<file path="config.mk">
export PLATFORM = sky130hd
export DESIGN_NAME = cgms_formatter
export DESIGN_NICKNAME = d
export VERILOG_FILES = /design/src/rtl/cgms_pkg.sv /design/src/rtl/cgms_crc6.sv /design/src/rtl/cgms_field_latch.sv /design/src/rtl/cgms_serializer.sv /design/src/rtl/cgms_formatter.sv
export SDC_FILE = /design/constraint.sdc
export NUM_CORES = 1
export LEC_CHECK = 0
export BUFFER_PORTS_ARGS = -buffer_cell sky130_fd_sc_hd__buf_2
export CORE_MARGIN = 1
export CORE_UTILIZATION = 39
export CTS_CLUSTER_DIAMETER = 50
export DETAILED_ROUTE_END_ITERATION = 6
export GPL_ROUTABILITY_DRIVEN = 0
export GPL_TIMING_DRIVEN = 0
export PLACE_DENSITY = 0.74
export SKIP_LAST_GASP = 1
export SLEW_MARGIN = 0
export SYNTH_ARGS = -nofsm -noshare
export SYNTH_HDL_FRONTEND = slang
export SYNTH_SLANG_ARGS = --single-unit
export TNS_END_PERCENT = 20
</file>
<file path="constraint.sdc">
create_clock -name clk -period 4 [get_ports clk]
set_clock_uncertainty 0.05 [all_clocks]
set_input_delay 0.8 -clock clk [delete_from_list [all_inputs] [get_ports clk]]
set_output_delay 0.8 -clock clk [all_outputs]
set_load 0.03 [all_outputs]
</file>
<file path="src/rtl/cgms_pkg.sv">
// Shared sizes and control-byte field positions for the CGMS formatter.
// Assumes a 14-bit payload followed by a 6-bit check field.
package cgms_pkg;
    localparam int CGMS_DATA_W = 14;
    localparam int CGMS_CRC_W  = 6;
    localparam int CGMS_TAIL_W = 4;
    localparam int CGMS_WORD_W = CGMS_DATA_W + CGMS_CRC_W;
    localparam int CGMS_LEAD_W = CGMS_DATA_W - CGMS_TAIL_W;

    // Generator x^6 + x + 1 without the leading term, preset all ones.
    localparam logic [CGMS_CRC_W-1:0] CGMS_POLY = 6'b000011;
    localparam logic [CGMS_CRC_W-1:0] CGMS_INIT = 6'b111111;

    // Control byte field positions (decoded by the register neighbour).
    localparam int CTL_CRC_SEL = 4;
    localparam int CTL_ODD_EN  = 5;
    localparam int CTL_EVEN_EN = 6;
    localparam int CTL_WSS_EN  = 7;

    typedef struct packed {
        logic cgms;
        logic wss;
    } field_en_t;
endpackage

</file>
<file path="src/rtl/cgms_crc6.sv">
// Serial-equivalent CRC over a parallel payload.
// Unrolls one LFSR step per payload bit, most significant bit first.
// Assumes the polynomial is given without its leading term.
module cgms_crc6 #(
    parameter int DATA_W = cgms_pkg::CGMS_DATA_W,
    parameter int CRC_W  = cgms_pkg::CGMS_CRC_W,
    parameter logic [CRC_W-1:0] POLY = cgms_pkg::CGMS_POLY,
    parameter logic [CRC_W-1:0] INIT = cgms_pkg::CGMS_INIT
) (
    input  logic [DATA_W-1:0] payload,
    output logic [CRC_W-1:0]  crc
);
    logic [CRC_W-1:0] stage [0:DATA_W];

    assign stage[0] = INIT;

    // One shift step per payload bit, in transmit order.
    for (genvar g = 0; g < DATA_W; g++) begin : g_step
        logic fb;
        assign fb = payload[DATA_W-1-g] ^ stage[g][CRC_W-1];
        assign stage[g+1] = {stage[g][CRC_W-2:0], 1'b0} ^ (fb ? POLY : '0);
    end

    assign crc = stage[DATA_W];
endmodule

</file>
<file path="src/rtl/cgms_field_latch.sv">
// Captures the full word and the per-field insert decisions at field start.
// Assumes field_start is a single-cycle pulse; holds everything otherwise.
module cgms_field_latch
    import cgms_pkg::*;
#(
    parameter int DATA_W = CGMS_DATA_W,
    parameter int CRC_W  = CGMS_CRC_W,
    localparam int WORD_W = DATA_W + CRC_W
) (
    input  logic              clk,
    input  logic              rst_n,
    input  logic              field_start,
    input  logic              field_odd,
    input  logic              std_pal,
    input  logic [7:0]        ctrl_reg,
    input  logic [DATA_W-1:0] payload,
    input  logic [CRC_W-1:0]  crc_reg,
    input  logic [CRC_W-1:0]  crc_calc,
    output logic [WORD_W-1:0] word_q,
    output field_en_t         en_q,
    output logic              cgms_en_next
);
    logic [CRC_W-1:0] crc_pick;
    logic             wss_en_next;

    // Choose the check field source.
    always_comb crc_pick = ctrl_reg[CTL_CRC_SEL] ? crc_calc : crc_reg;

    // Decide per-field enables from standard and parity.
    always_comb begin
        cgms_en_next = !std_pal &&
                       (field_odd ? ctrl_reg[CTL_ODD_EN] : ctrl_reg[CTL_EVEN_EN]);
        wss_en_next  = std_pal && ctrl_reg[CTL_WSS_EN];
    end

    // Capture word and enables once per field.
    always_ff @(posedge clk) begin
        if (!rst_n) begin
            word_q <= '0;
            en_q   <= '0;
        end else if (field_start) begin
            word_q   <= {payload, crc_pick};
            en_q.cgms <= cgms_en_next;
            en_q.wss  <= wss_en_next;
        end
    end

    p_pal_no_cgms_r5: assert property (@(posedge clk) disable iff (!rst_n)
        field_start && std_pal |=> !en_q.cgms);
    p_ntsc_no_wss_r6: assert property (@(posedge clk) disable iff (!rst_n)
        field_start && !std_pal |=> !en_q.wss);
    p_word_held_r8: assert property (@(posedge clk) disable iff (!rst_n)
        !field_start |=> $stable(word_q) && $stable(en_q));
    p_crc_pass_r3: assert property (@(posedge clk) disable iff (!rst_n)
        field_start && !ctrl_reg[CTL_CRC_SEL] |=> word_q[CRC_W-1:0] == $past(crc_reg));
endmodule

</file>
<file path="src/rtl/cgms_serializer.sv">
// Shifts a held word out MSB first, one bit per strobe.
// Assumes the word is stable while active; a start overrides a strobe.
module cgms_serializer #(
    parameter int WORD_W = cgms_pkg::CGMS_WORD_W,
    localparam int IDX_W = $clog2(WORD_W)
) (
    input  logic              clk,
    input  logic              rst_n,
    input  logic              start,
    input  logic              start_en,
    input  logic              strobe,
    input  logic [WORD_W-1:0] word,
    output logic              active,
    output logic              ser_bit
);
    localparam logic [IDX_W-1:0] LAST = IDX_W'(WORD_W - 1);

    logic [IDX_W-1:0] idx;
    logic [IDX_W-1:0] sel;

    // Advance bit index, start or end a transmission.
    always_ff @(posedge clk) begin
        if (!rst_n) begin
            active <= 1'b0;
            idx    <= '0;
        end else if (start) begin
            active <= start_en;
            idx    <= '0;
        end else if (active && strobe) begin
            if (idx == LAST) begin
                active <= 1'b0;
                idx    <= '0;
            end else begin
                idx <= idx + 1'b1;
            end
        end
    end

    // Pick the current bit, most significant first.
    always_comb begin
        sel     = LAST - idx;
        ser_bit = active ? word[sel] : 1'b0;
    end

    p_idx_in_range_r7: assert property (@(posedge clk) disable iff (!rst_n)
        active |-> idx <= LAST);
    p_ends_after_last_r7: assert property (@(posedge clk) disable iff (!rst_n)
        active && strobe && !start && idx == LAST |=> !active);
    p_restart_at_msb_r10: assert property (@(posedge clk) disable iff (!rst_n)
        start |=> idx == '0);
    p_idle_holds_r7: assert property (@(posedge clk) disable iff (!rst_n)
        !active && !start |=> !active);
endmodule

</file>
<file path="src/rtl/cgms_formatter.sv">
// Top of the CGMS copy-control formatter: CRC, per-field capture, serial out.
// Assumes field_start and bit_strobe come from upstream line timing.
module cgms_formatter
    import cgms_pkg::*;
#(
    parameter int DATA_W = CGMS_DATA_W,
    parameter int CRC_W  = CGMS_CRC_W,
    parameter int TAIL_W = CGMS_TAIL_W,
    localparam int LEAD_W = DATA_W - TAIL_W,
    localparam int WORD_W = DATA_W + CRC_W
) (
    input  logic              clk,
    input  logic              rst_n,
    input  logic              field_start,
    input  logic              field_odd,
    input  logic              std_pal,
    input  logic [7:0]        ctrl_reg,
    input  logic [LEAD_W-1:0] lead_bits,
    input  logic [CRC_W-1:0]  crc_reg,
    input  logic              bit_strobe,
    output logic [WORD_W-1:0] cgms_word,
    output logic              cgms_ins_en,
    output logic              wss_en,
    output logic              cgms_active,
    output logic              cgms_bit
);
    logic [DATA_W-1:0] payload;
    logic [CRC_W-1:0]  crc_calc;
    field_en_t         en_q;
    logic              cgms_en_next;

    // Join leading bits with the trailing control-byte bits.
    always_comb payload = {lead_bits, ctrl_reg[TAIL_W-1:0]};

    cgms_crc6 #(.DATA_W(DATA_W), .CRC_W(CRC_W)) crc_i (
        .payload (payload),
        .crc     (crc_calc)
    );

    cgms_field_latch #(.DATA_W(DATA_W), .CRC_W(CRC_W)) latch_i (
        .clk          (clk),
        .rst_n        (rst_n),
        .field_start  (field_start),
        .field_odd    (field_odd),
        .std_pal      (std_pal),
        .ctrl_reg     (ctrl_reg),
        .payload      (payload),
        .crc_reg      (crc_reg),
        .crc_calc     (crc_calc),
        .word_q       (cgms_word),
        .en_q         (en_q),
        .cgms_en_next (cgms_en_next)
    );

    cgms_serializer #(.WORD_W(WORD_W)) ser_i (
        .clk      (clk),
        .rst_n    (rst_n),
        .start    (field_start),
        .start_en (cgms_en_next),
        .strobe   (bit_strobe),
        .word     (cgms_word),
        .active   (cgms_active),
        .ser_bit  (cgms_bit)
    );

    // Expose latched per-field enables.
    always_comb begin
        cgms_ins_en = en_q.cgms;
        wss_en      = en_q.wss;
    end

    p_active_needs_en_r4: assert property (@(posedge clk) disable iff (!rst_n)
        cgms_active |-> cgms_ins_en);
endmodule

</file>
# Yosys cells after proc, flatten, opt, wreduce, memory -nomap -nowiden
# Index checks and enable logic that the tools add are counted.
[op_classes]
n_eq_ne = 1
bitwise = 28
n_mux = 23
n_div = 0
reduce_logical = 8
mul = 0
addsub = 2
n_lt_le_gt_ge = 1
shifts = 0
[op_table]
columns = ["op", "n"]
rows = [
  ["6-bit XOR", 13],
  ["2-bit 2-to-1 mux", 14],
  ["1-bit XOR", 13],
  ["5-bit by 6-bit < comparator with 1-bit output, second input constant", 1],
  ["1-bit 2-to-1 mux", 6],
  ["6-bit 2-to-1 mux", 1],
  ["5-bit by 1-bit adder with 5-bit output, second input constant", 1],
  ["1-bit binary-select mux with 5-bit select", 1],
  ["5-bit == test, second input constant", 1],
  ["5-bit 2-to-1 mux", 1],
  ["5-bit inverter", 1],
  ["5-bit subtractor, first input constant", 1],
  ["2-bit nonzero test", 2],
  ["1-bit logical AND", 3],
  ["2-bit AND reduction", 1],
  ["2-bit OR reduction", 1],
  ["1-bit logical NOT", 1],
  ["1-bit inverter", 1],
]
[totals]
word_cells = 68
reg_bits = 28
input_bits = 30
mem_bits_rw = 0
rom_bits = 0
output_inout_bits = 24
latchBits = 0
memories = 0

# Depth between registers and ports, before layout
[logic_depth]
word_depth = 42
depth_mapped = 6
mapped_depth_nobuf = 6

# Cells and area by module
# Synthesis repeated with hierarchy kept, for this count alone.
[hier_totals]
hier_cells = 162
hier_area_um2 = 1621.6
[modules_own_cells]
columns = ["module", "cells_per_inst", "seq_area_each_um2", "instances", "area_each_um2"]
rows = [
  ["cgms_field_latch", 82, 440.4, 1, 878.3],
  ["cgms_serializer", 56, 120.1, 1, 526.8],
  ["cgms_crc6", 24, 0.0, 1, 216.5],
]

# Worst setup path after synthesis
# No wires, ideal clock.
[synth_path]
kind = "reg2out"
start = "register ser_i.idx[0]"
end = "output cgms_bit"
path_stages_with_launch = 6
required_ps = 3150
t_arrival_ps = 1486
n_path_buf = 1
setup_slack_ps = 1664
path_cell_list = "dfxtp_1 > buf_2 > mux4_2 > nor3_1 > nor3_1 > o211a_1"
[synth_between]
elab_chain_len = 4
[synth_lines]
columns = ["element", "line", "source"]
rows = [
  ["start: declaration", "cgms_serializer.sv:18", "logic [IDX_W-1:0] idx;"],
  ["start signal: assignment", "cgms_serializer.sv:34", "idx <= idx + 1'b1;"],
  ["5-bit subtractor", "cgms_serializer.sv:41", "sel = LAST - idx;"],
  ["1-bit binary-select mux with 5-bit select", "cgms_serializer.sv:42", "ser_bit = active ? word[sel] : 1'b0;"],
  ["1-bit 2-to-1 mux (not written as such)", "cgms_serializer.sv:42", ""],
  ["1-bit 2-to-1 mux", "cgms_serializer.sv:42", ""],
  ["end: declaration", "cgms_formatter.sv:25", "output logic cgms_bit"],
]
# Every way passes these cells. The select of a mux whose other input is x is not followed.

# Worst setup path in the final report
[layout_path]
start = "register ser_i.idx[1]"
end = "output cgms_bit"
# The elaborated chain is that of the path after synthesis.

==> results.json <==
{
  "status": "completed",
  "path_class": "flip-flop to output port",
  "startpoint_type": "flip-flop",
  "synth_seq_cells": 28,
  "nNetsFinal": 242,
  "synthTopCellsByArea": "dfxtp_1 (36%), mux2i_1 (12%), mux4_2 (7.3%), xnor3_1 (7.3%), xnor2_1 (6.8%)",
  "power.density_nw_per_um2": 331,
  "place_ws_ns": 1.44,
  "worst-path-max-fanout": 7,
  "tightest_slew_ns": 0.511,
  "numCtsBuffers": 3,
  "first_global_vias": 1221,
  "yosys.cell_types.count": 29,
  "p_leak_nw": 0.947,
  "routedWlPerCell_um": 13.9,
  "setup_violations": 0,
  "clk_pin_slew_ns": 0.09,
  "area_growth_pct": 23.0,
  "dieArea_um2": 4230,
  "seq_area_frac_synth": 0.362,
  "maxCapViolCount": 0,
  "vdd_drop_max_uv": 183,
  "drive_above_1_share": 0.300,
  "clk_latency_ns": 0.27,
  "relSlewSlack": 0.659,
  "hp-class": "flip-flop to flip-flop",
  "final.fill_count": 386,
  "netlist.top_cell.by_area": "dfxtp_1",
  "worstPathArrival_ns": 2.04,
  "synth_top_area_share": 0.362,
  "r2r_start": "ser_i.idx[1]",
  "fmax_ghz": 0.346,
  "clock_path_buffers": 2,
  "avgSynthCellArea_um2": 10.1,
  "num_antenna_cells": 0,
  "cp-startpoint": "ser_i.idx[1]",
  "hold_violations": 0,
  "numClockSinks": 28,
  "final-max-slew-violation-count": 0,
  "design_area_um2": 1910,
  "grt_pass1_wl_um": 5710,
  "grt_overflow_total": 0,
  "initial_utilization": 0.414,
  "grt.total_usage": 0.176,
  "netlist_instances": 153,
  "dpl-instance-area_um2": 1860,
  "dpl.hpwl_um": 2800,
  "antenna_found_initial": 0,
  "rsz0062_at_grt": "no",
  "drt-initial-drc-count": 66,
  "min_period_ns": 2.89,
  "pin_count": 54,
  "drc": 0,
  "worst_slack_ns": 1.11,
  "vias": 1266,
  "cts-root-buf": "clkbuf_8",
  "synth_nets": 186,
  "cts_setup_buffers": 0,
  "netlist_area_um2": 1550,
  "end_kind": "output port",
  "die_w_um": 65.0,
  "hold_start": "latch_i.en_q[1]",
  "cp.required_ns": 3.15,
  "fin_util": 0.509,
  "ant_nets": 0,
  "place.port_buffers": 51,
  "cts.hold.buffers_added": 0,
  "routed_wl_um": 3540,
  "setup_tns_ns": 0,
  "die_y_um": 65.0,
  "grt_max_degree": 15,
  "dr.pass1.iters": 4,
  "design.core.area_um2": 3740,
  "period_share": 0.723,
  "core.rowCount": 22,
  "h-tree-depth": 1,
  "viasPerCell": 4.96,
  "cts.repair.resized": 0,
  "yosysWarnings": 0,
  "tritoncts": "yes"
}
[where the power goes]
part	switching, mW	internal, mW
Sequential	0.0120	0.295
Clock	0.0858	0.0676
Combinational	0.0904	0.0798
Total	0.188	0.442
[layout by cell type (no fill, tap or decap), drive strengths merged]
cell and instances:
buf 53, o211ai 1, a21o 1, xnor2 13, a21oi 4, o21bai 1
a211oi 1, mux4 5, nor3 2, nor4 1, dfxtp 28, ha 3
xnor3 5, a41o 1, clkbuf 10, nor3b 1, o21ai 2, xor3 1
and2 1, o211a 2, a211o 2, nand3 3, nor2 25, nand4 2
nand2 10, mux2i 19, xor2 4, inv 6
[worst max-delay path, stage by stage (launching register included)]
cell and delay [ns]:
dfxtp_1 0.35, clkbuf_1 0.39, mux4_2 0.60, nand2_1 0.09, nand2_1 0.05, o211a_1 0.12
buf_2 0.17
[Yosys cell counts, drive strengths merged]
| cell | instances |
|---|---|
| xnor3 | 5 |
| nand3 | 3 |
| xnor2 | 13 |
| o211a | 2 |
| inv | 6 |
| clkbuf | 7 |
| nand4 | 2 |
| nor4 | 1 |
| a21o | 1 |
| and2 | 1 |
| nand2 | 10 |
| mux4 | 5 |
| xor2 | 4 |
| o21ai | 2 |
| o21bai | 1 |
| dfxtp | 28 |
| xor3 | 1 |
| ha | 3 |
| a211oi | 1 |
| buf | 2 |
| nor3b | 1 |
| o211ai | 1 |
| mux2i | 19 |
| nor3 | 2 |
| a41o | 1 |
| a211o | 2 |
| nor2 | 25 |
| a21oi | 4 |
[layout make-up]
type                    count  area, um^2  share of cell area
repair buffers             51         255               0.134
clock buffers               3        41.3              0.0217
flip-flops and latches     28         561               0.294
inverters                   6        22.5              0.0118
plain buffers               9        36.3              0.0190
multi-input cells         110         930               0.488
well taps                  48        60.1              0.0315
[routing by layer]
metal | vias to the layer above | global-route usage | wire length, um
met1 | 585 | 0.245 | 1680
met5 | - | 0 | 0
met4 | 0 | 0.0408 | 26
met3 | 5 | 0.0264 | 180
li1 | 638 | - | -
met2 | 38 | 0.285 | 1650
[state kept, by name (all words and copies together) (netlist names)]
register	cells
latch_i.en_q	2
ser_i.active	1
ser_i.idx	5
latch_i.word_q	20
[kinds of logic (layout without fill, tap and decap cells)]
family,after synthesis,after routing,share of synthesized area
xor+xnor,23,23,0.189
mux,24,24,0.195
fa+ha+maj,3,3,0.0242
compound gates,15,15,0.0695
buf+inv,15,69,0.0380
flops,28,28,0.362
simple gates,45,45,0.122
[metrics by stage]
stage | std cells | hold WS [ns] | power [mW]
floorplan | 153 | 0.460 | 0.431
global placement | 252 | 0.387 | 0.482
detailed placement | 252 | 0.392 | 0.484
CTS | 255 | 0.414 | 0.630
global route | 255 | 0.426 | 0.659
finish | 255 | 0.416 | 0.630
[final timing paths]
check                     to  cells after the start  slack (ns)
min reg2reg  latch_i.en_q[1]                      1        0.42
max reg2reg     ser_i.idx[2]                      4        2.40
min          latch_i.en_q[1]                      1        0.42
max                 cgms_bit                      6        1.11
No activity file was read; power rests on OpenSTA's default activity.
